`src/rtl/mbu_pkg.sv`:
```
// Shared types for the multiplexed bus unit.
// Assumes one state per bus phase plus an idle state.
package mbu_pkg;
    typedef enum logic [1:0] {
        ST_IDLE = 2'd0,
        ST_LO   = 2'd1,
        ST_HI   = 2'd2,
        ST_DATA = 2'd3
    } bus_state_e;

    localparam int PHASE_W = 3;
endpackage

```
`src/rtl/mbu_seq.sv`:
```
// Phase sequencer: steps idle -> low address -> high address -> data,
// holds the data phase while the wait input is low, and produces the
// one-hot phase indicator and the completion pulse.
// Assumes start is only asserted while idle.
module mbu_seq
    import mbu_pkg::*;
(
    input  logic                clk,
    input  logic                rst_n,
    input  logic                start,
    input  logic                bus_rdy,
    output bus_state_e          state,
    output logic [PHASE_W-1:0]  phase,
    output logic                finish,
    output logic                done
);
    bus_state_e state_nxt;

    // Next-state selection for the three-phase sequence.
    always_comb begin
        state_nxt = state;
        case (state)
            ST_IDLE: if (start) state_nxt = ST_LO;
            ST_LO:   state_nxt = ST_HI;
            ST_HI:   state_nxt = ST_DATA;
            ST_DATA: if (bus_rdy) state_nxt = ST_IDLE;
            default: state_nxt = ST_IDLE;
        endcase
    end

    // State register.
    always_ff @(posedge clk) begin
        if (!rst_n) state <= ST_IDLE;
        else        state <= state_nxt;
    end

    // Data phase closes at this edge.
    assign finish = (state == ST_DATA) && bus_rdy;

    // Completion pulse, one cycle after the closing edge.
    always_ff @(posedge clk) begin
        if (!rst_n) done <= 1'b0;
        else        done <= finish;
    end

    // One-hot phase decode for external latches.
    always_comb begin
        case (state)
            ST_LO:   phase = 3'b001;
            ST_HI:   phase = 3'b010;
            ST_DATA: phase = 3'b100;
            default: phase = 3'b000;
        endcase
    end
endmodule

```
`src/rtl/mbu_req_hold.sv`:
```
// Request holding register: captures the core's address, write data
// and direction when a request is accepted, and keeps them for the
// whole transfer. Assumes load is a single-cycle acceptance strobe.
module mbu_req_hold #(
    parameter int ADDR_W = 14,
    parameter int DATA_W = 8
) (
    input  logic              clk,
    input  logic              rst_n,
    input  logic              load,
    input  logic [ADDR_W-1:0] in_addr,
    input  logic [DATA_W-1:0] in_wdata,
    input  logic              in_write,
    output logic [ADDR_W-1:0] hold_addr,
    output logic [DATA_W-1:0] hold_wdata,
    output logic              hold_write
);
    // Capture request fields at acceptance.
    always_ff @(posedge clk) begin
        if (!rst_n) begin
            hold_addr  <= '0;
            hold_wdata <= '0;
            hold_write <= 1'b0;
        end else if (load) begin
            hold_addr  <= in_addr;
            hold_wdata <= in_wdata;
            hold_write <= in_write;
        end
    end
endmodule

```
`src/rtl/mbu_pad_ctl.sv`:
```
// Pin control: picks the byte placed on the shared pins in each phase,
// decides the drive direction, and captures read data at the closing
// edge of a read's data phase.
// Assumes DATA_W < ADDR_W <= 2*DATA_W.
module mbu_pad_ctl
    import mbu_pkg::*;
#(
    parameter int ADDR_W = 14,
    parameter int DATA_W = 8
) (
    input  logic              clk,
    input  logic              rst_n,
    input  bus_state_e        state,
    input  logic              finish,
    input  logic [ADDR_W-1:0] hold_addr,
    input  logic [DATA_W-1:0] hold_wdata,
    input  logic              hold_write,
    input  logic [DATA_W-1:0] bus_din,
    output logic [DATA_W-1:0] bus_dout,
    output logic              bus_oe,
    output logic [DATA_W-1:0] rd_data
);
    localparam int HI_W = ADDR_W - DATA_W;

    logic [DATA_W-1:0] hi_byte;

    // Upper address bits, zero-filled to a full byte when narrower.
    generate
        if (HI_W < DATA_W) begin : g_hi_pad
            assign hi_byte = {{(DATA_W-HI_W){1'b0}}, hold_addr[ADDR_W-1:DATA_W]};
        end else begin : g_hi_full
            assign hi_byte = hold_addr[2*DATA_W-1:DATA_W];
        end
    endgenerate

    // Byte and direction per phase.
    always_comb begin
        bus_dout = '0;
        bus_oe   = 1'b0;
        case (state)
            ST_LO: begin
                bus_dout = hold_addr[DATA_W-1:0];
                bus_oe   = 1'b1;
            end
            ST_HI: begin
                bus_dout = hi_byte;
                bus_oe   = 1'b1;
            end
            ST_DATA: begin
                bus_dout = hold_wdata;
                bus_oe   = hold_write;
            end
            default: ;
        endcase
    end

    // Read data capture at the closing edge of a read.
    always_ff @(posedge clk) begin
        if (!rst_n)                  rd_data <= '0;
        else if (finish && !hold_write) rd_data <= bus_din;
    end
endmodule

```
`src/rtl/mux_bus_unit.sv`:
```
// Top of the multiplexed bus unit: accepts a core request while idle and
// moves it over one shared pin group in three phases. The pad drivers
// themselves live outside, steered by bus_oe.
// Assumes the core keeps req_valid asserted until req_ready is seen.
module mux_bus_unit
    import mbu_pkg::*;
#(
    parameter int ADDR_W = 14,
    parameter int DATA_W = 8
) (
    input  logic                clk,
    input  logic                rst_n,
    input  logic                req_valid,
    output logic                req_ready,
    input  logic                req_write,
    input  logic [ADDR_W-1:0]   req_addr,
    input  logic [DATA_W-1:0]   req_wdata,
    output logic                done,
    output logic [DATA_W-1:0]   rd_data,
    output logic [DATA_W-1:0]   bus_dout,
    output logic                bus_oe,
    input  logic [DATA_W-1:0]   bus_din,
    input  logic                bus_rdy,
    output logic [PHASE_W-1:0]  phase
);
    bus_state_e        state;
    logic              finish;
    logic              accept;
    logic [ADDR_W-1:0] hold_addr;
    logic [DATA_W-1:0] hold_wdata;
    logic              hold_write;

    // Handshake: ready only while idle.
    assign req_ready = (state == ST_IDLE);
    assign accept    = req_valid && req_ready;

    mbu_seq u_seq (
        .clk     (clk),
        .rst_n   (rst_n),
        .start   (accept),
        .bus_rdy (bus_rdy),
        .state   (state),
        .phase   (phase),
        .finish  (finish),
        .done    (done)
    );

    mbu_req_hold #(.ADDR_W(ADDR_W), .DATA_W(DATA_W)) u_hold (
        .clk        (clk),
        .rst_n      (rst_n),
        .load       (accept),
        .in_addr    (req_addr),
        .in_wdata   (req_wdata),
        .in_write   (req_write),
        .hold_addr  (hold_addr),
        .hold_wdata (hold_wdata),
        .hold_write (hold_write)
    );

    mbu_pad_ctl #(.ADDR_W(ADDR_W), .DATA_W(DATA_W)) u_pad (
        .clk        (clk),
        .rst_n      (rst_n),
        .state      (state),
        .finish     (finish),
        .hold_addr  (hold_addr),
        .hold_wdata (hold_wdata),
        .hold_write (hold_write),
        .bus_din    (bus_din),
        .bus_dout   (bus_dout),
        .bus_oe     (bus_oe),
        .rd_data    (rd_data)
    );
endmodule

```
`config.mk`:
```
export PLATFORM = sky130hd
export DESIGN_NAME = mux_bus_unit
export DESIGN_NICKNAME = d
export VERILOG_FILES = /design/src/rtl/mbu_pkg.sv /design/src/rtl/mbu_seq.sv /design/src/rtl/mbu_req_hold.sv /design/src/rtl/mbu_pad_ctl.sv /design/src/rtl/mux_bus_unit.sv
export SDC_FILE = /design/constraint.sdc
export NUM_CORES = 1
export LEC_CHECK = 0
export BUFFER_PORTS_ARGS = -buffer_cell sky130_fd_sc_hd__buf_2
export CORE_MARGIN = 5
export CORE_UTILIZATION = 48
export DETAILED_ROUTE_END_ITERATION = 6
export MAX_ROUTING_LAYER = met4
export PLACE_DENSITY = 0.79
export SLEW_MARGIN = 5
export SYNTH_ARGS = -nofsm -noshare
export SYNTH_HDL_FRONTEND = slang
export SYNTH_SLANG_ARGS = --single-unit
export TNS_END_PERCENT = 1
```
`constraint.sdc`:
```
create_clock -name clk -period 1.6 [get_ports clk]
set_clock_uncertainty 0.1 [all_clocks]
set_input_delay 0 -clock clk [delete_from_list [all_inputs] [get_ports clk]]
set_output_delay 0 -clock clk [all_outputs]
set_load 0.02 [all_outputs]
```
# Word level (Yosys, flattened, before mapping)

Index checks and enable logic that the tools add are counted.
W data, S select, Z words.

Bits in registers: 34
Input bits: 35
Output and inout bits: 22
Word-level logic and storage cells: 24

Equality and inequality tests: 5
Mux-type cells: 6
Reductions and logical operators: 7

Operators by type and width:

| kind                 | count |
|---|---|
| $pmux W8 S3          | 1 |
| $pmux W3 S3          | 1 |
| $pmux W2 S4          | 1 |
| $eq A2 B2 Y1 const B | 2 |
| $mux W2              | 2 |
| $logic_and A1 B1 Y1  | 3 |
| $eq A2 B1 Y1 const B | 1 |
| $logic_not A2 Y1     | 1 |
| $ne A2 B1 Y1 const B | 1 |
| $ne A2 B2 Y1 const B | 1 |
| $pmux W1 S2          | 1 |
| $reduce_and A2 Y1    | 1 |
| $reduce_or A2 Y1     | 1 |
| $logic_not A1 Y1     | 1 |

# Longest topological paths before layout

Depth in word-level cells: 4
Gate-level depth with buffers: 7
Gate-level depth less buffers: 5

# Hierarchy

Synthesis repeated with hierarchy kept, for this count alone.

Cell total of the unflattened synthesis: 152
Area total of the unflattened synthesis: 1635.3 um2

Modules (own cells, without submodules):

| module       | instances | cells an instance | area an instance (um2) | sequential area each (um2) |
|---|---|---|---|---|
| mbu_req_hold | 1         | 74                | 893.4                  | 460.4 |
| mbu_pad_ctl  | 1         | 54                | 514.2                  | 160.2 |
| mbu_seq      | 1         | 22                | 211.5                  | 60.1 |
| mux_bus_unit | 1         | 2                 | 16.3                   | 0.0 |

# Worst setup path after synthesis

OpenSTA, ideal clock, no wires.

Path type: register to register
From: register u_seq.state[0]
To: register u_hold.hold_addr[0]
Library setup time: 116 ps
Arrival: 1324 ps
Data required time: 1384 ps
Setup slack: 60 ps
Cell stages (with the launch flop): 8
Buffers on the path: 2
Period minus slack after synthesis: 1540 ps
Cell sequence: dfxtp_1 -> inv_1 -> ha_1 -> and2_1 -> buf_4 -> buf_6 -> nand2_1 -> a21boi_1

Word-level cells in the longest chain between the ends: 2

RTL lines:

| element                | line               | RTL |
|---|---|---|
| from (decl)            | mbu_seq.sv:12      | `output bus_state_e state,` |
| from (signal assigned) | mbu_seq.sv:34      | `else state <= state_nxt;` |
| $logic_not A2 Y1       | mux_bus_unit.sv:34 | `assign req_ready = (state == ST_IDLE);` |
| net req_ready          | mux_bus_unit.sv:14 | `output logic req_ready,` |
| $logic_and A1 B1 Y1    | mux_bus_unit.sv:35 | `assign accept = req_valid && req_ready;` |
| to (signal assigned)   | mbu_req_hold.sv:25 | `hold_addr <= in_addr;` |
| to (decl)              | mbu_req_hold.sv:14 | `output logic [ADDR_W-1:0] hold_addr,` |

The timed path passes the listed nets, and every way through them passes these cells.
A chain may end at the register's enable or synchronous reset.

# Worst setup path after layout

From: register u_seq.state[0]
To: output port bus_dout[5]

Word-level cells in the longest chain between the ends: 2
Elaborated cells on any way between the ends: 4
Classes of those cells: 3 x eq/ne; 1 x mux

RTL lines:

| element                                             | line               | RTL |
|---|---|---|
| $eq A2 B2 Y1 / $eq A2 B1 Y1 (equally long branches) | mbu_pad_ctl.sv:40  | `case (state)` |
| $pmux W8 S3 *                                       | mbu_pad_ctl.sv:40  |  |
| to (decl)                                           | mux_bus_unit.sv:20 | `output logic [DATA_W-1:0] bus_dout,` |

Every way passes the cells marked *; elsewhere a longest branch is shown, timed or not.

==> run summary <==
endpoint of the worst setup timing path - bus_dout[5]
final-layout fill cell count - 200
count of antenna-violating nets left after detailed routing - 0
Max Fclk - 589.6 MHz
number of iterations in the first detailed-routing pass - 5
count of clock tree sinks - 34
launch point of the worst path - u_seq.state[0]
Clock Latency Late Sink - 0.32 ns
count leader, synth - sky130_fd_sc_hd__nand2_1
max-slew violation count - 0
diode count - 0
horizontal die dimension - 66.12 µm
PortBufs - 56
via count of the first global-routing pass - 1581
r2r setup slk - 0.03 ns
count of flip-flops with a built-in enable after synthesis - 0
global placement routability congestion - 0.7910
DRC violation total after the first TritonRoute iteration - 103
count of cells along the worst hold path - 2
core area - 0.003028 mm²
CTS Root Buffer Type - sky130_fd_sc_hd__clkbuf_4
main flop type after synthesis - sky130_fd_sc_hd__dfxtp_1
number of placement rows - 20
number of logic stages on the critical path including buffering - 5
multiplexer share of the synthesized area - 0.6623%
initial cell density of the core - 49.92%
worst slew slack as a fraction of its limit - 75.11%
total number of vias - 1579
layout overhead on the synthesized area - 55.05%
outcome - finished with violations
Hold Crit Class - in -> reg
combinational family with the most area after synthesis - simple AND/OR/NAND/NOR gates
largest net degree at the start of global routing - 24
Max-cap violations - 0
CTS tree - yes
sequential area share after synthesis - 45.03%
initial antenna violation count - 0
Worst Max-Slew Pin Slew - 0.3734 ns
peak supply drop - 782.1 µV
I/O pin total - 57
Post-Synth Adder-Cell Area - 5.795%
Num CTS Buffers - 5
CP Buf/Inv Count - 2
number of vias per cell - 4.950
total die area - 0.004371 mm²
worst-path fanout max - 6
count of unresolved DRC violations after routing - 0
gr ovfl total - 0
final worst slack - -0.09594 ns
reg2reg path depth - 6
Final Hold Fails - 0
Final Cycle Share - 106.0%
top cell type's share of synthesized area - 45.03%
leading post-synthesis cells by cell area - sky130_fd_sc_hd__dfxtp_1 45%, sky130_fd_sc_hd__nand2_1 14%, sky130_fd_sc_hd__a21boi_1 9.9%
Clk pin slew, worst setup/hold paths - 0.10 ns
crit path launch type - flop
Hold Slack - 0.01815 ns
Synth Cell Area - 0.001511 mm²
RSZ-0062 raised after global routing - true
Worst Path Class, Setup - reg -> out
fraction of final layout cells sized beyond drive strength 1 - 30.18%
Routed WL - 4436 µm
Leakage Power - 1.071 nW
type of element capturing the critical path - output port
worst reg2reg path endpoint - u_hold.hold_wdata[4]
cell class contributing the biggest share of worst-path delay - flip-flops
worst-path cell with the longest stage delay - sky130_fd_sc_hd__dfxtp_4
Die Ht - 66.12 µm
post-detailed-placement half-perimeter wirelength - 2660 µm
Routed WL per cell - 13.91 µm
share of flip-flops with an asynchronous set or reset - 0%
xor and xnor area share after synthesis - 0%
library cells used by synthesis - 24
Synth Net Count - 222
data arrival time at the worst-slack endpoint - 1.60 ns
number of synthesized register bits - 34
GRT Total Usage - 22.32%
Syn. warnings - 0
largest stage delay on the critical path - 0.37 ns
first-pass GRT wire length - 7162 µm
origin of the critical flop-to-flop path - u_seq.state[0]
cell type with the largest total area after synthesis - sky130_fd_sc_hd__dfxtp_1
worst path required time - 1.50 ns
area fraction in compound gates after synthesis - 20.78%
# nets final - 316
# setup viols final - 9
Power Density - 1135 mW/mm²
overall power - 2.661 mW
violated checks - setup timing
mean post-synth cell area - 8.397 µm²
H-tree depth - 2
synthesized instance count - 180
largest buffer count on any clock path - 2
area share of and/or/nand/nor cells after synthesis - 21.61%
cell-by-cell trace of the critical path - ha_4 -> buf_6 -> a222oi_1 -> nor2_1 -> buf_2
post-layout minimum cycle time - 1.696 ns
top cells by instance count after synthesis - 57 x sky130_fd_sc_hd__nand2_1, 34 x sky130_fd_sc_hd__dfxtp_1, 20 x sky130_fd_sc_hd__a21boi_1
timing repair:
item,4_1_cts,5_1_grt
setup buffers,5,0
endpoints found under the setup margin,11,26
hold buffers,33,0
pin swaps,7,2
hold endpoints to repair,33,0
gates resized for setup,13,0
how the worst min path moves through the flow:
stage / from / end / slack (ns)
after floorplan: req_addr[0] / u_hold.hold_addr[0] / 0.03
after global placement: req_addr[3] / u_hold.hold_addr[3] / 0.14
after detailed placement: req_addr[2] / u_hold.hold_addr[2] / 0.14
after CTS: rst_n / u_hold.hold_wdata[4] / 0.02
after global routing: rst_n / u_hold.hold_wdata[1] / 0.03
final: rst_n / u_hold.hold_addr[9] / 0.02
cell usage in the layout (no fill, tap or decap), drive strengths merged:
cell type     n
nor2b         1
clkbuf        8
inv           3
o31a          1
dlygate4sd3  33
ha            7
nor2          9
mux2i         1
a222oi        6
a21boi       23
nand3b        1
nand2        57
and2          1
o21a          1
a21oi         2
buf          68
nand3         8
o21ai         8
a22oi         2
dfxtp        34
and3          1
state kept, by name, indices dropped and copies added, names as in the netlist:
| register | count |
|---|---|
| u_hold.hold_addr | 14 |
| u_hold.hold_wdata | 8 |
| u_hold.hold_write | 1 |
| u_pad.rd_data | 8 |
| u_seq.done | 1 |
| u_seq.state | 2 |
report_power, final:
| group | switching [mW] | internal (mW) |
|---|---|---|
| clock network | 0.272 | 0.300 |
| logic | 0.575 | 0.457 |
| registers | 0.0808 | 0.976 |
kinds of logic after synthesis:
| family | count (synthesis) |
|---|---|
| mux | 1 |
| buf+inv | 17 |
| fa+ha+maj | 7 |
| simple gates | 78 |
| flops | 34 |
| compound gates | 43 |
through the flow:
step | instance area, µm² | cells | TNS (ns) | util, % | setup WS [ns]
after global routing | 2344 | 319 | -1.910 | 77.40 | -0.1763
after CTS | 2344 | 319 | -0.3645 | 77.40 | -0.07979
after detailed placement | 1843 | 273 | 0 | 60.87 | 0.005506
after floorplan | 1511 | 180 | 0 | - | 0.05966
after global placement | 1843 | 273 | 0 | 60.87 | 0.07357
final | 2344 | 319 | -0.4566 | 77.40 | -0.09594
final cells by class:
cell class	count	area [µm²]	area share [%]
tap	44	55.05	2.349
sequential	34	688.2	29.36
clock buffer	8	78.83	3.364
timing repair buffer	101	732.0	31.23
multi-input combinational	129	778.2	33.21
inverter	3	11.26	0.4805
worst reg2reg max path, delay by kind of cell, from the launching register on:
family	cells	cell delay, ns
flip-flops	1	0.37
buffers and inverters	2	0.36
adder cells (fa/ha/maj)	1	0.28
AND/OR/NAND/NOR	2	0.25
AO/OA/AOI/OAI	1	0.14
routing by layer:
metal | up-vias | track usage, % | share of wire [%]
met2 | 56 | 37.67 | 52
met1 | 717 | 24.24 | 39
li1 | 794 | - | -
met5 | - | - | 0
met3 | 12 | 4.932 | 5.7
met4 | 0 | 12.18 | 2.8
(Power assumes the default switching activity.)
